## src/rtl/mdio_pkg.sv

```systemverilog
package mdio_pkg;

    // Frame constants fixed by the management protocol
    localparam int        PRE_BITS = 32;
    localparam logic [1:0] SOF_PAT = 2'b01;
    localparam logic [1:0] OP_RD   = 2'b10;
    localparam logic [1:0] OP_WR   = 2'b01;
    localparam logic [1:0] TA_WR   = 2'b10;

    typedef enum logic [2:0] {
        ST_IDLE,
        ST_PREAMBLE,
        ST_HEADER,
        ST_TURN,
        ST_DATA
    } mdio_state_e;

endpackage

```

## src/rtl/mdio_clkgen.sv

```systemverilog
// Divides the system clock into MDC and flags each MDC edge one cycle wide.
module mdio_clkgen #(
    parameter int DIV_SEL_W = 3
) (
    input  logic                 clk,
    input  logic                 rst_n,
    input  logic                 en,
    input  logic [DIV_SEL_W-1:0] div_sel,
    output logic                 mdc,
    output logic                 rise_tick,
    output logic                 fall_tick
);
    localparam int CNT_W = DIV_SEL_W + 2;

    logic [DIV_SEL_W-1:0] sel_q;
    logic [CNT_W-1:0]     cnt_q;
    logic [CNT_W-1:0]     half_m1;
    logic                 terminal;

    // half period = 2*(sel+1) cycles, so terminal count = 2*sel+1
    assign half_m1   = {1'b0, sel_q, 1'b1};
    assign terminal  = en && (cnt_q == half_m1);
    assign rise_tick = terminal && !mdc;
    assign fall_tick = terminal && mdc;

    // divider select is captured only while idle so a frame keeps one rate
    always_ff @(posedge clk or negedge rst_n) begin
        if (!rst_n) begin
            sel_q <= '0;
        end else if (!en) begin
            sel_q <= div_sel;
        end
    end

    always_ff @(posedge clk or negedge rst_n) begin
        if (!rst_n) begin
            cnt_q <= '0;
            mdc   <= 1'b0;
        end else if (!en) begin
            cnt_q <= '0;
            mdc   <= 1'b0;
        end else if (terminal) begin
            cnt_q <= '0;
            mdc   <= ~mdc;
        end else begin
            cnt_q <= cnt_q + 1'b1;
        end
    end

endmodule

```

## src/rtl/mdio_sequencer.sv

```systemverilog
// Frame state machine: builds the bit stream and steers MDIO direction.
module mdio_sequencer
    import mdio_pkg::*;
#(
    parameter int ADDR_W = 5,
    parameter int DATA_W = 16
) (
    input  logic              clk,
    input  logic              rst_n,
    input  logic              rd_cmd,
    input  logic              wr_cmd,
    input  logic              scan_en,
    input  logic              no_pre,
    input  logic [ADDR_W-1:0] phy_addr,
    input  logic [ADDR_W-1:0] reg_addr,
    input  logic [DATA_W-1:0] wr_data,
    input  logic              rise_tick,
    input  logic              fall_tick,
    output logic              busy,
    output logic              mdio_o,
    output logic              mdio_oe,
    output logic              rd_begin,
    output logic              sample_en,
    output logic              rd_commit
);
    localparam int FRAME_BITS = PRE_BITS + 4 + 2 * ADDR_W + 2 + DATA_W;
    localparam int IDX_W      = $clog2(FRAME_BITS);
    localparam int HDR_FIRST  = PRE_BITS;
    localparam int TA_FIRST   = PRE_BITS + 4 + 2 * ADDR_W;
    localparam int DATA_FIRST = TA_FIRST + 2;

    localparam logic [IDX_W-1:0] LAST_I    = IDX_W'(FRAME_BITS - 1);
    localparam logic [IDX_W-1:0] HDR_I     = IDX_W'(HDR_FIRST);
    localparam logic [IDX_W-1:0] HDR_END_I = IDX_W'(TA_FIRST - 1);
    localparam logic [IDX_W-1:0] TA_END_I  = IDX_W'(DATA_FIRST - 1);
    localparam logic [IDX_W-1:0] PRE_END_I = IDX_W'(PRE_BITS - 1);

    mdio_state_e           state_q, state_d;
    logic [IDX_W-1:0]      idx_q;
    logic [FRAME_BITS-1:0] frame_q;
    logic                  is_read_q;
    logic                  scan_q;

    logic start_any, start_read, frame_end, continue_scan, load;
    logic [IDX_W-1:0] bit_sel;

    assign start_read    = scan_en || rd_cmd;
    assign start_any     = start_read || wr_cmd;
    assign frame_end     = fall_tick && (idx_q == LAST_I);
    assign continue_scan = scan_q && scan_en;
    assign load          = ((state_q == ST_IDLE) && start_any) ||
                           ((state_q == ST_DATA) && frame_end && continue_scan);
    assign bit_sel       = LAST_I - idx_q;

    // next-state logic
    always_comb begin
        state_d = state_q;
        unique case (state_q)
            ST_IDLE: begin
                if (start_any) begin
                    state_d = no_pre ? ST_HEADER : ST_PREAMBLE;
                end
            end
            ST_PREAMBLE: begin
                if (fall_tick && idx_q == PRE_END_I) begin
                    state_d = ST_HEADER;
                end
            end
            ST_HEADER: begin
                if (fall_tick && idx_q == HDR_END_I) begin
                    state_d = ST_TURN;
                end
            end
            ST_TURN: begin
                if (fall_tick && idx_q == TA_END_I) begin
                    state_d = ST_DATA;
                end
            end
            ST_DATA: begin
                if (frame_end) begin
                    if (continue_scan) begin
                        state_d = no_pre ? ST_HEADER : ST_PREAMBLE;
                    end else begin
                        state_d = ST_IDLE;
                    end
                end
            end
            default: state_d = ST_IDLE;
        endcase
    end

    // state register
    always_ff @(posedge clk or negedge rst_n) begin
        if (!rst_n) begin
            state_q <= ST_IDLE;
        end else begin
            state_q <= state_d;
        end
    end

    // frame datapath: bit index, frame image, operation kind
    always_ff @(posedge clk or negedge rst_n) begin
        if (!rst_n) begin
            idx_q     <= '0;
            frame_q   <= '0;
            is_read_q <= 1'b0;
            scan_q    <= 1'b0;
        end else if (load) begin
            idx_q     <= no_pre ? HDR_I : '0;
            frame_q   <= {{PRE_BITS{1'b1}}, SOF_PAT, (start_read ? OP_RD : OP_WR),
                          phy_addr, reg_addr, TA_WR, wr_data};
            is_read_q <= start_read;
            scan_q    <= scan_en;
        end else if (fall_tick && state_q != ST_IDLE) begin
            idx_q <= idx_q + 1'b1;
        end
    end

    // outputs
    always_comb begin
        busy      = (state_q != ST_IDLE);
        mdio_o    = busy ? frame_q[bit_sel] : 1'b0;
        if (is_read_q) begin
            mdio_oe = (state_q == ST_PREAMBLE) || (state_q == ST_HEADER);
        end else begin
            mdio_oe = busy;
        end
        rd_begin  = (state_q == ST_IDLE) && start_read;
        sample_en = rise_tick && (state_q == ST_DATA) && is_read_q;
        rd_commit = frame_end && (state_q == ST_DATA) && is_read_q;
    end

endmodule

```

## src/rtl/mdio_rx_capture.sv

```systemverilog
// Shifts in read data MSB first and publishes it at the frame end.
module mdio_rx_capture #(
    parameter int DATA_W = 16
) (
    input  logic              clk,
    input  logic              rst_n,
    input  logic              mdio_i,
    input  logic              rd_begin,
    input  logic              sample_en,
    input  logic              rd_commit,
    output logic [DATA_W-1:0] rd_data,
    output logic              rd_invalid
);
    logic [DATA_W-1:0] shift_q;

    always_ff @(posedge clk or negedge rst_n) begin
        if (!rst_n) begin
            shift_q <= '0;
        end else if (sample_en) begin
            shift_q <= {shift_q[DATA_W-2:0], mdio_i};
        end
    end

    always_ff @(posedge clk or negedge rst_n) begin
        if (!rst_n) begin
            rd_data    <= '0;
            rd_invalid <= 1'b0;
        end else if (rd_commit) begin
            rd_data    <= shift_q;
            rd_invalid <= 1'b0;
        end else if (rd_begin) begin
            rd_invalid <= 1'b1;
        end
    end

endmodule

```

## src/rtl/mdio_mgmt_master.sv

```systemverilog
module mdio_mgmt_master #(
    parameter int ADDR_W    = 5,
    parameter int DATA_W    = 16,
    parameter int DIV_SEL_W = 3
) (
    input  logic                 clk,
    input  logic                 rst_n,
    input  logic [ADDR_W-1:0]    phy_addr,
    input  logic [ADDR_W-1:0]    reg_addr,
    input  logic [DATA_W-1:0]    wr_data,
    input  logic                 rd_cmd,
    input  logic                 wr_cmd,
    input  logic                 scan_en,
    input  logic                 no_preamble,
    input  logic [DIV_SEL_W-1:0] clk_div_sel,
    output logic [DATA_W-1:0]    rd_data,
    output logic                 busy,
    output logic                 rd_invalid,
    output logic                 mdc,
    output logic                 mdio_o,
    output logic                 mdio_oe,
    input  logic                 mdio_i
);
    logic rise_tick, fall_tick;
    logic rd_begin, sample_en, rd_commit;

    mdio_clkgen #(.DIV_SEL_W(DIV_SEL_W)) u_clkgen (
        .clk       (clk),
        .rst_n     (rst_n),
        .en        (busy),
        .div_sel   (clk_div_sel),
        .mdc       (mdc),
        .rise_tick (rise_tick),
        .fall_tick (fall_tick)
    );

    mdio_sequencer #(.ADDR_W(ADDR_W), .DATA_W(DATA_W)) u_seq (
        .clk       (clk),
        .rst_n     (rst_n),
        .rd_cmd    (rd_cmd),
        .wr_cmd    (wr_cmd),
        .scan_en   (scan_en),
        .no_pre    (no_preamble),
        .phy_addr  (phy_addr),
        .reg_addr  (reg_addr),
        .wr_data   (wr_data),
        .rise_tick (rise_tick),
        .fall_tick (fall_tick),
        .busy      (busy),
        .mdio_o    (mdio_o),
        .mdio_oe   (mdio_oe),
        .rd_begin  (rd_begin),
        .sample_en (sample_en),
        .rd_commit (rd_commit)
    );

    mdio_rx_capture #(.DATA_W(DATA_W)) u_cap (
        .clk        (clk),
        .rst_n      (rst_n),
        .mdio_i     (mdio_i),
        .rd_begin   (rd_begin),
        .sample_en  (sample_en),
        .rd_commit  (rd_commit),
        .rd_data    (rd_data),
        .rd_invalid (rd_invalid)
    );

endmodule

```

## config.mk

```make
export PLATFORM = sky130hd
export DESIGN_NAME = mdio_mgmt_master
export DESIGN_NICKNAME = d
export VERILOG_FILES = /design/src/rtl/mdio_pkg.sv /design/src/rtl/mdio_clkgen.sv /design/src/rtl/mdio_sequencer.sv /design/src/rtl/mdio_rx_capture.sv /design/src/rtl/mdio_mgmt_master.sv
export SDC_FILE = /design/constraint.sdc
export NUM_CORES = 1
export LEC_CHECK = 0
export ABC_AREA = 0
export BUFFER_PORTS_ARGS = -buffer_cell sky130_fd_sc_hd__buf_4
export CAP_MARGIN = 10
export CORE_MARGIN = 10
export CORE_UTILIZATION = 51
export DETAILED_ROUTE_END_ITERATION = 6
export GPL_TIMING_DRIVEN = 0
export PLACE_DENSITY = 0.73
export SLEW_MARGIN = 20
export SYNTH_ARGS = -nofsm -noshare
export SYNTH_HDL_FRONTEND = slang
export SYNTH_HIERARCHICAL = 1
export SYNTH_SLANG_ARGS = --single-unit
```

## constraint.sdc

```tcl
create_clock -name clk -period 2.63 [get_ports clk]
set_input_delay 0.6575 -clock clk [delete_from_list [all_inputs] [get_ports clk]]
set_output_delay 0.6575 -clock clk [all_outputs]
set_load 0.005 [all_outputs]
```

==> results of run 1 <==
## sequential cells by signal, summed over array words and instances, names as in the netlist
signal	count
u_seq/state_q	3
u_cap/shift_q	16
u_cap/rd_invalid	1
u_seq/frame_q	29
u_seq/idx_q	6
u_clkgen/sel_q	3
u_clkgen/mdc	1
u_seq/scan_q	1
u_clkgen/cnt_q	5
u_cap/rd_data	16
## cell usage in the layout, fill, tap and decap left out, types with 5 or more instances in the layout
master,Yosys,layout
xnor2_1,5,5
nor2_1,18,17
dfrtp_1,81,81
buf_12,3,5
inv_1,6,6
buf_4,1,71
nand2_1,93,92
clkbuf_8,0,10
mux2_4,19,25
mux2i_1,10,9
mux2_2,17,11
nor3_1,10,6
xor2_1,6,5
buf_6,3,7
## cells by family after synthesis
logic type,share of synthesized area (%)
simple gates,16.4
flops,53.2
mux,17.6
buf+inv,4.66
compound gates,4.60
xor+xnor,2.53
fa+ha+maj,0.985
## layout make-up
cell class / count / area [um^2] / area share [%]
buffer: 19 / 193 / 3.96
clock buffer: 10 / 138 / 2.83
clock inverter: 6 / 48.8 / 1.00
inverter: 6 / 22.5 / 0.462
multi-input combinational: 232 / 1710 / 35.0
sequential: 81 / 2030 / 41.6
tap: 99 / 124 / 2.54
timing repair buffer: 73 / 611 / 12.5
## metal layers
| layer | vias to the layer above | routed length, um |
|---|---|---|
| li1 | 1319 | - |
| met1 | 1395 | 3880 |
| met2 | 72 | 4310 |
| met3 | 12 | 421 |
| met4 | 0 | 150 |
| met5 | - | 0 |
## how the worst min path moves through the flow
stage	cells past startpoint	slack, ps	start	endpoint
floorplan	0	360	rst_n	u_cap/rd_data[0]
global placement	2	450	u_seq/frame_q[24]	u_seq/frame_q[24]
detailed placement	2	460	u_seq/frame_q[24]	u_seq/frame_q[24]
CTS	3	480	reg_addr[0]	u_seq/frame_q[18]
global route	1	190	rst_n	u_seq/frame_q[13]
finish	1	180	rst_n	u_seq/frame_q[13]
## metrics by stage
stage	std cells	util (%)	total power [W]	hold slack, ps
after floorplan	338	-	0.00261	362
after global placement	493	60.0	0.00292	455
after detailed placement	493	60.0	0.00297	458
after CTS	512	63.6	0.00389	480
after global routing	526	67.1	0.00429	191
final	526	67.1	0.00403	182
## cells in the mapped netlist (2+ instances only)
cell type,n
buf_6,3
mux2_4,19
buf_12,3
a21oi_1,4
ha_1,3
nand2_1,93
clkbuf_1,5
mux2i_1,10
nand4b_1,2
o21ai_0,3
nand2b_1,4
xnor2_1,5
mux4_2,3
mux2_2,17
inv_1,6
dfrtp_1,81
nor3_1,10
a21o_1,3
buf_2,7
nand3_1,5
and3_1,3
xor2_1,6
a211oi_1,3
and4_1,2
nor2b_1,2
o32ai_1,2
nor2_1,18
## report_power, final
part	switching [W]	leakage (nW)	internal, W
Clock	0.000473	0.0855	0.000376
Sequential	0.000254	1.06	0.00155
Combinational	0.000644	1.27	0.000737
Total	0.00137	2.41	0.00266
## worst register-to-register path, stage by stage, from the launching register on
cell and delay, ps:
dfrtp_1 410, xor2_2 190, or4_4 560, nor3_4 260, nand3_2 170, nor2_4 180
and4_1 250, buf_6 170, clkbuf_16 160, mux2_4 300
## repair_timing
item                       in CTS  in global routing
pin swaps                       2                  3
resized for setup              16                 23
gates cloned                    0                  1
setup buffers                   3                 12
setup endpoints to repair      54                 63
hold buffers                    0                  0
==> impl_metrics.env, run 1 <==
export IMPL_synth_area_leaders="dfrtp_1, nand2_1, mux2_4"
export IMPL_area_growth_syn_to_layout_pct=27.8
export IMPL_worstPathCellList="buf_6, buf_12, mux4_2, mux2i_2, a21oi_2, a311o_1, buf_4"
export IMPL_gp_congestion=0.859
export IMPL_drive_above_1_share_pct=38.2
export IMPL_worst_path_largest_cell_delay_ps=510
export IMPL_cts_tree="done"
export IMPL_viasPerCell=5.32
export IMPL_grt_busiest_layer="met2"
export IMPL_hold_viol_final=0
export IMPL_cp_end_kind="primary output"
export IMPL_grt_pass1_vias=2747
export IMPL_critPathLaunch="u_seq/idx_q[0]"
export IMPL_cap_violations=0
export IMPL_synth_ff_type="dfrtp_1"
export IMPL_peakVddDrop_mv=0.423
export IMPL_min_delay_path_class="input port to async pin"
export IMPL_cp_max_fo=6
export IMPL_crit_type="flop to primary output"
export IMPL_synth_area_um2=3810
export IMPL_start_util_pct=52.5
export IMPL_design_die_area_um2=11300
export IMPL_synthCells=338
export IMPL_rsz0062_at_grt="yes"
export IMPL_async_flop_share_pct=100
export IMPL_use_met1_pct=19.2
export IMPL_design_core_area_um2=7250
export IMPL_yosysTopAreaCell="dfrtp_1"
export IMPL_cp_start_kind="flop"
export IMPL_synth_edf_count=0
export IMPL_vias=2798
export IMPL_grt_pass1_wl_um=13400
export IMPL_finalSetupTns_ps=-1960
export IMPL_cp_endpoint="mdio_o"
export IMPL_setup_slack_ps=-295
export IMPL_worstMarginPinSlew_ps=547
export IMPL_critPathTopFamily="multiplexers"
export IMPL_dpl_hpwl_um=5600
export IMPL_clk_pin_slew_ps=80
export IMPL_post_route_period_util_pct=111
export IMPL_reg2reg_depth=9
export IMPL_setup_viol=18
export IMPL_yosysWarnings=6
export IMPL_ios=57
export IMPL_grt_overflow=0
export IMPL_wl_per_cell_um=16.7
export IMPL_die_y_um=106
export IMPL_drc_errors=0
export IMPL_p_leak_nw=2.41
export IMPL_met3_usage_pct=2.60
export IMPL_fmax_mhz=342
export IMPL_cts_root_buf="clkbuf_8"
export IMPL_worst_path_stages=7
export IMPL_nets=461
export IMPL_finalMaxSlewViolations=0
export IMPL_rr_startpoint="u_clkgen/sel_q[0]"
export IMPL_grt_antenna_before_repair=0
export IMPL_row_count=31
export IMPL_r2r_slack_ps=-140
export IMPL_nFillCells=569
export IMPL_clock_skew_ps=13.4
export IMPL_first_pass_iters=4
export IMPL_cts_buffers=9
export IMPL_yosysTopAreaCellShare_pct=53.2
export IMPL_syn_nets=377
export IMPL_max_slew_margin_pct=63.1
export IMPL_dpl_cell_area_um2=4360
export IMPL_avgSynthCellArea_um2=11.3
export IMPL_crit_path_top_delay_cell="mux4_2"
export IMPL_antennaDiodeCount=0
export IMPL_ys_ff_latch=81
export IMPL_htreeDepth=3
export IMPL_drtIter0Drc=183
export IMPL_yosysSeqAreaShare_pct=53.2
export IMPL_die_w_um=106
export IMPL_crit_required_ps=1970
export IMPL_cts_sinks=81
export IMPL_antenna_left=0
export IMPL_status="finished, violations left"
export IMPL_gr_usage_all_layers_pct=14.5
export IMPL_routed_wl_um=8770
export IMPL_reg2reg_to="u_cap/rd_data[5]"
export IMPL_grt_max_degree=82
export IMPL_critPathBufInv=3
export IMPL_place_port_buffers=56
export IMPL_min_period_ps=2930
export IMPL_dp_slack_ps=-447
export IMPL_arrival_ps=2270
export IMPL_insertion_delay_ps=350
export IMPL_violations="setup timing"
export IMPL_met2_usage_pct=22.2
export IMPL_cts_buffer_depth=2
export IMPL_pwr_density_cell_nw_per_um2=828
export IMPL_design_area_um2=4870
export IMPL_synth_cell_types=43
No activity file was read; power rests on OpenSTA's default activity.
==> run 2: changes to the inputs <==
--- a/config.mk
+++ b/config.mk
@@ -8,6 +8,7 @@
 export ABC_AREA = 0
 export BUFFER_PORTS_ARGS = -buffer_cell sky130_fd_sc_hd__buf_4
 export CAP_MARGIN = 10
+export CORE_ASPECT_RATIO = 0.6
 export CORE_MARGIN = 10
 export CORE_UTILIZATION = 51
 export DETAILED_ROUTE_END_ITERATION = 6
==> impl_metrics.env, run 2 (same netlist as run 1, synthesis figures left out) <==
export IMPL_grt_max_degree=82
export IMPL_cp_max_fo=5
export IMPL_cp_end_kind="primary output"
export IMPL_pwr_density_cell_nw_per_um2=912
export IMPL_cap_violations=0
export IMPL_final_common_cell="nand2_1"
export IMPL_wl_per_cell_um=18.4
export IMPL_finalMaxSlewViolations=0
export IMPL_dpl_cell_area_um2=4360
export IMPL_nets=466
export IMPL_viasPerCell=5.46
export IMPL_area_growth_syn_to_layout_pct=34.1
export IMPL_ios=57
export IMPL_antenna_left=0
export IMPL_setup_slack_ps=-294
export IMPL_worst_path_largest_cell_delay_ps=510
export IMPL_post_route_period_util_pct=111
export IMPL_setup_viol=17
export IMPL_cts_sinks=81
export IMPL_multiInputGateArea_um2=1750
export IMPL_instances_no_fill=536
export IMPL_design_area_um2=5110
export IMPL_crit_path_frequent_cell="buf_4"
export IMPL_critPathLaunch="u_seq/idx_q[0]"
export IMPL_crit_path_top_delay_cell="mux4_2"
export IMPL_finalSetupTns_ps=-1770
export IMPL_vias=2926
export IMPL_worstMarginPinSlew_ps=742
export IMPL_grt_pass1_wl_um=14300
export IMPL_dpl_hpwl_um=6200
export IMPL_grt_antenna_before_repair=0
export IMPL_status="finished, violations left"
export IMPL_peakVddDrop_mv=0.436
export IMPL_design_core_area_um2=7270
export IMPL_grt_overflow=0
export IMPL_critPathTopFamily="compound AO/OA/AOI/OAI gates"
export IMPL_crit_required_ps=1970
export IMPL_routed_wl_um=9870
export IMPL_min_delay_path_class="input port to async pin"
export IMPL_htreeDepth=3
export IMPL_rsz0062_at_grt="yes"
export IMPL_cp_start_kind="flop"
export IMPL_violations="setup timing"
export IMPL_cts_tree="done"
export IMPL_gr_usage_all_layers_pct=15.4
export IMPL_antennaDiodeCount=0
export IMPL_place_port_buffers=56
export IMPL_largest_register_ffs=29
export IMPL_cts_hold_buf=0
export IMPL_nFillCells=532
export IMPL_cts_buffers=9
export IMPL_die_w_um=132
export IMPL_seqCellArea_um2=2030
export IMPL_min_period_ps=2920
export IMPL_grt_pass1_vias=2947
export IMPL_cts_buffer_depth=2
export IMPL_hold_slack_ps=342
export IMPL_fmax_mhz=342
export IMPL_gp_congestion=0.892
export IMPL_hold_viol_final=0
export IMPL_crit_type="flop to primary output"
export IMPL_clock_skew_ps=8.84
export IMPL_p_leak_nw=2.52
export IMPL_max_slew_margin_pct=50.5
export IMPL_first_pass_iters=7
export IMPL_drive_above_1_share_pct=39.6
export IMPL_worstPathCellList="buf_6, buf_4, mux4_2, a211oi_2, nor4_1, a311o_1, buf_4"
export IMPL_start_util_pct=52.4
export IMPL_clk_pin_slew_ps=60
export IMPL_largestRegisters="u_seq/frame_q x29, u_cap/rd_data x16, u_cap/shift_q x16"
export IMPL_cts_root_buf="clkbuf_16"
export IMPL_drtIter0Drc=255
export IMPL_critPathBufInv=3
export IMPL_design_die_area_um2=11400
export IMPL_rr_startpoint="u_clkgen/cnt_q[1]"
export IMPL_drc_errors=0
export IMPL_regMostFlops="u_seq/frame_q"
export IMPL_insertion_delay_ps=340
export IMPL_row_count=24
export IMPL_arrival_ps=2270
export IMPL_die_y_um=87.0
export IMPL_dp_cells=498
export IMPL_layout_common_cells="nand2_1, dfrtp_1, buf_4"
==> run 2: per-layer routing <==
layer	vias to the layer above	routed length [um]	part of all wire (%)	track usage, %
met5	-	0	0	0
met3	23	594	6.0	4.72
met4	0	177	1.8	4.22
li1	1326	-	-	-
met2	112	4640	47	24.7
met1	1465	4460	45	20.0
==> run 2: final timing paths <==
path	endpoint	slack [ps]	cells past startpoint
max	mdio_o	-290	7
min	u_seq/frame_q[7]	340	1
max reg2reg	u_cap/rd_data[5]	-120	9
min reg2reg	u_seq/frame_q[6]	480	2
max in group asynchronous	u_cap/shift_q[12]	1760	1
min in group clk	u_seq/frame_q[6]	480	2
==> run 2: area by class of cell <==
| class | instances | share of cell area, % |
|---|---|---|
| Multi-Input combinational cell | 232 | 34.3 |
| Clock inverter | 6 | 1.37 |
| Tap cell | 104 | 2.55 |
| Buffer | 19 | 4.36 |
| Clock buffer | 10 | 4.68 |
| Timing Repair Buffer | 78 | 12.6 |
| Sequential cell | 81 | 39.7 |
| Inverter | 6 | 0.441 |
==> run 2: where the power goes <==
group / total, W / internal, W / switching [W]
registers: 0.00182 / 0.00155 / 0.000271
logic: 0.00155 / 0.000824 / 0.000731
clock network: 0.00128 / 0.000773 / 0.000510
total: 0.00466 / 0.00315 / 0.00151
==> run 2: timing repair <==
| action | CTS | global route |
|---|---|---|
| setup endpoints to repair | 55 | 64 |
| gates resized for setup | 26 | 30 |
| pin swaps | 5 | 6 |
| gates cloned | 0 | 2 |
| setup buffers | 6 | 14 |
==> run 2: per-stage QoR <==
stage,util [%],setup slack [ps],power [W]
2_1_floorplan,-,40.5,0.00261
4_1_cts,66.2,-259,0.00447
3_5_place_dp,60.0,-566,0.00299
6_report,70.3,-294,0.00466
3_3_place_gp,60.0,-505,0.00294
5_1_grt,70.3,-369,0.00491
==> run 2: worst reg2reg max path: stages, from the launching register on <==
cell,delay (ps)
dfrtp_1,380
xor2_1,180
or4_4,560
nor3_4,310
nand3_2,180
nor2_4,150
and4_1,250
buf_6,180
clkbuf_16,170
mux2_4,300
==> run 3: changes to the inputs <==
--- a/config.mk
+++ b/config.mk
@@ -10,10 +10,10 @@
 export CAP_MARGIN = 10
 export CORE_ASPECT_RATIO = 0.6
 export CORE_MARGIN = 10
-export CORE_UTILIZATION = 51
+export CORE_UTILIZATION = 61
 export DETAILED_ROUTE_END_ITERATION = 6
 export GPL_TIMING_DRIVEN = 0
-export PLACE_DENSITY = 0.73
+export PLACE_DENSITY = 0.95
 export SLEW_MARGIN = 20
 export SYNTH_ARGS = -nofsm -noshare
 export SYNTH_HDL_FRONTEND = slang
==> constraint.sdc (replaced) <==
create_clock -name clk -period 3.5 [get_ports clk]
set_input_delay 0.875 -clock clk [delete_from_list [all_inputs] [get_ports clk]]
set_output_delay 0.875 -clock clk [all_outputs]
set_load 0.005 [all_outputs]
==> impl_metrics.env, run 3 (same netlist as run 1, synthesis figures left out) <==
export IMPL_layout_common_cells="nand2_1, dfrtp_1, buf_4"
export IMPL_grt_overflow=0
export IMPL_viasPerCell=6.03
export IMPL_max_slew_margin_pct=35.5
export IMPL_status="complete, no violations"
export IMPL_cts_buffer_depth=2
export IMPL_grt_busiest_layer="met2"
export IMPL_final_common_cell="nand2_1"
export IMPL_rr_startpoint="u_seq/state_q[0]"
export IMPL_hp_start="u_seq/frame_q[13]"
export IMPL_vias=2981
export IMPL_cts_root_buf="clkbuf_8"
export IMPL_clock_skew_ps=15.6
export IMPL_wl_per_cell_um=20.2
export IMPL_reg2reg_depth=12
export IMPL_post_route_period_util_pct=95.2
export IMPL_worstMarginPinSlew_ps=968
export IMPL_place_port_buffers=56
export IMPL_rsz0062_at_grt="no"
export IMPL_hold_viol_final=0
export IMPL_routed_wl_um=9960
export IMPL_fmax_mhz=300
export IMPL_multiInputGateArea_um2=1610
export IMPL_cell_internal_pwr_w=0.00196
export IMPL_cp_start_kind="flop"
export IMPL_drtIter0Drc=366
export IMPL_cp_end_kind="primary output"
export IMPL_dp_slack_ps=175
export IMPL_met2_usage_pct=33.9
export IMPL_grt_antenna_before_repair=0
export IMPL_reg2reg_to="u_seq/frame_q[29]"
export IMPL_dpl_hpwl_um=6560
export IMPL_largestRegisters="u_seq/frame_q x29, u_cap/rd_data x16, u_cap/shift_q x16"
export IMPL_gr_usage_all_layers_pct=20.8
export IMPL_power_frac_seq_pct=45.7
export IMPL_design_die_area_um2=9910
export IMPL_die_w_um=122
export IMPL_grt_max_degree=82
export IMPL_cp_max_fo=10
export IMPL_peakVddDrop_mv=0.393
export IMPL_nFillCells=368
export IMPL_htreeDepth=3
export IMPL_design_core_area_um2=6080
export IMPL_row_count=22
export IMPL_grt_pass1_wl_um=15900
export IMPL_min_delay_path_class="flop to flop"
export IMPL_swShare_pct=35.6
export IMPL_pwr_density_cell_nw_per_um2=670
export IMPL_r2r_slack_ps=230
export IMPL_p_leak_nw=2.30
export IMPL_finalPower_w=0.00305
export IMPL_insertion_delay_ps=360
export IMPL_min_period_ps=3330
export IMPL_crit_type="flop to primary output"
export IMPL_met3_usage_pct=6.51
export IMPL_hold_slack_ps=482
export IMPL_antenna_left=0
export IMPL_area_growth_syn_to_layout_pct=19.4
export IMPL_finalMaxSlewViolations=0
export IMPL_finalSetupTns_ps=0
export IMPL_setup_viol=0
export IMPL_largest_register_ffs=29
export IMPL_nets=444
export IMPL_cts_buffers=9
export IMPL_gp_congestion=0.941
export IMPL_drc_errors=0
export IMPL_seqCellArea_um2=2030
export IMPL_ios=57
export IMPL_first_pass_iters=5
export IMPL_regMostFlops="u_seq/frame_q"
export IMPL_clk_pin_slew_ps=90
export IMPL_grt_pass1_vias=3021
export IMPL_antennaDiodeCount=0
export IMPL_setup_slack_ps=167
export IMPL_start_util_pct=62.6
export IMPL_hold_depth=2
export IMPL_crit_required_ps=2620
export IMPL_combPwrFrac_pct=30.8
export IMPL_drive_above_1_share_pct=31.7
export IMPL_clkPwrFrac_pct=23.4
export IMPL_die_y_um=81.2
export IMPL_use_met1_pct=25.3
export IMPL_cts_tree="done"
export IMPL_arrival_ps=2460
export IMPL_hold_end="u_seq/frame_q[13]"
export IMPL_cts_sinks=81
export IMPL_cap_violations=0
export IMPL_post_cts_buffers=0
export IMPL_power_switching_w=0.00109
export IMPL_fin_util_pct=74.8
export IMPL_cts_hold_buf=0
## run 3: changes by cell type in the layout (fill, tap and decap cells not counted), moves of 4 or more
cell	change
buf_4	-16
clkbuf_8	+7
clkbuf_16	-11
buf_2	+4
mux2_2	+7
buf_6	-4
mux2_4	-7
## run 3: area by class of cell
type | count | share of cell area [%]
well taps | 84 | 2.31
plain buffers | 19 | 3.44
multi-input cells | 232 | 35.4
clock inverters | 7 | 1.84
inverters | 6 | 0.495
clock buffers | 9 | 2.72
flip-flops and latches | 81 | 44.6
repair buffers | 56 | 9.24
## run 3: worst max-delay path, cell delays in order, from the launching register on
cell and delay [ps]:
dfrtp_1 420, buf_6 180, buf_12 150, mux4_2 500
mux2i_1 240, a21oi_1 110, a311o_1 350, buf_4 140
## run 3: through the flow
stage,area (um^2),cells
finish,4550,494
global route,4550,494
CTS,4540,494
detailed placement,4340,478
global placement,4340,478
floorplan,3810,338
## run 3: layer usage
layer	vias up	routed length [um]	part of all wire (%)
li1	1279	-	-
met1	1434	3960	40
met2	203	4570	46
met4	0	500	5.0
met3	65	926	9.3
met5	-	0	0
## run 3: how the worst max path moves through the flow
| stage | from | to | slack [ps] |
|---|---|---|---|
| detailed placement | u_seq/state_q[0] | u_seq/frame_q[27] | 170 |
| CTS | u_seq/state_q[0] | u_seq/frame_q[18] | 70 |
| global route | u_seq/state_q[0] | u_seq/frame_q[25] | 120 |
| global placement | u_seq/state_q[0] | u_seq/frame_q[26] | 370 |
| floorplan | u_seq/state_q[0] | u_cap/rd_data[10] | 790 |
| finish | u_seq/idx_q[0] | mdio_o | 170 |
## run 3: power groups by stage
stage | sequential (W) | combinational (W) | clock (W)
after global placement | 0.00135 | 0.000833 | 0
final | 0.00139 | 0.000940 | 0.000714
after global routing | 0.00140 | 0.00102 | 0.000761
after CTS | 0.00138 | 0.000918 | 0.000722
after detailed placement | 0.00137 | 0.000890 | 0
after floorplan | 0.00132 | 0.000646 | 0
## run 3: what timing repair did
item	CTS	global route
gates resized for setup	0	3
setup endpoints to repair	0	50
endpoints found under the hold margin	0	0
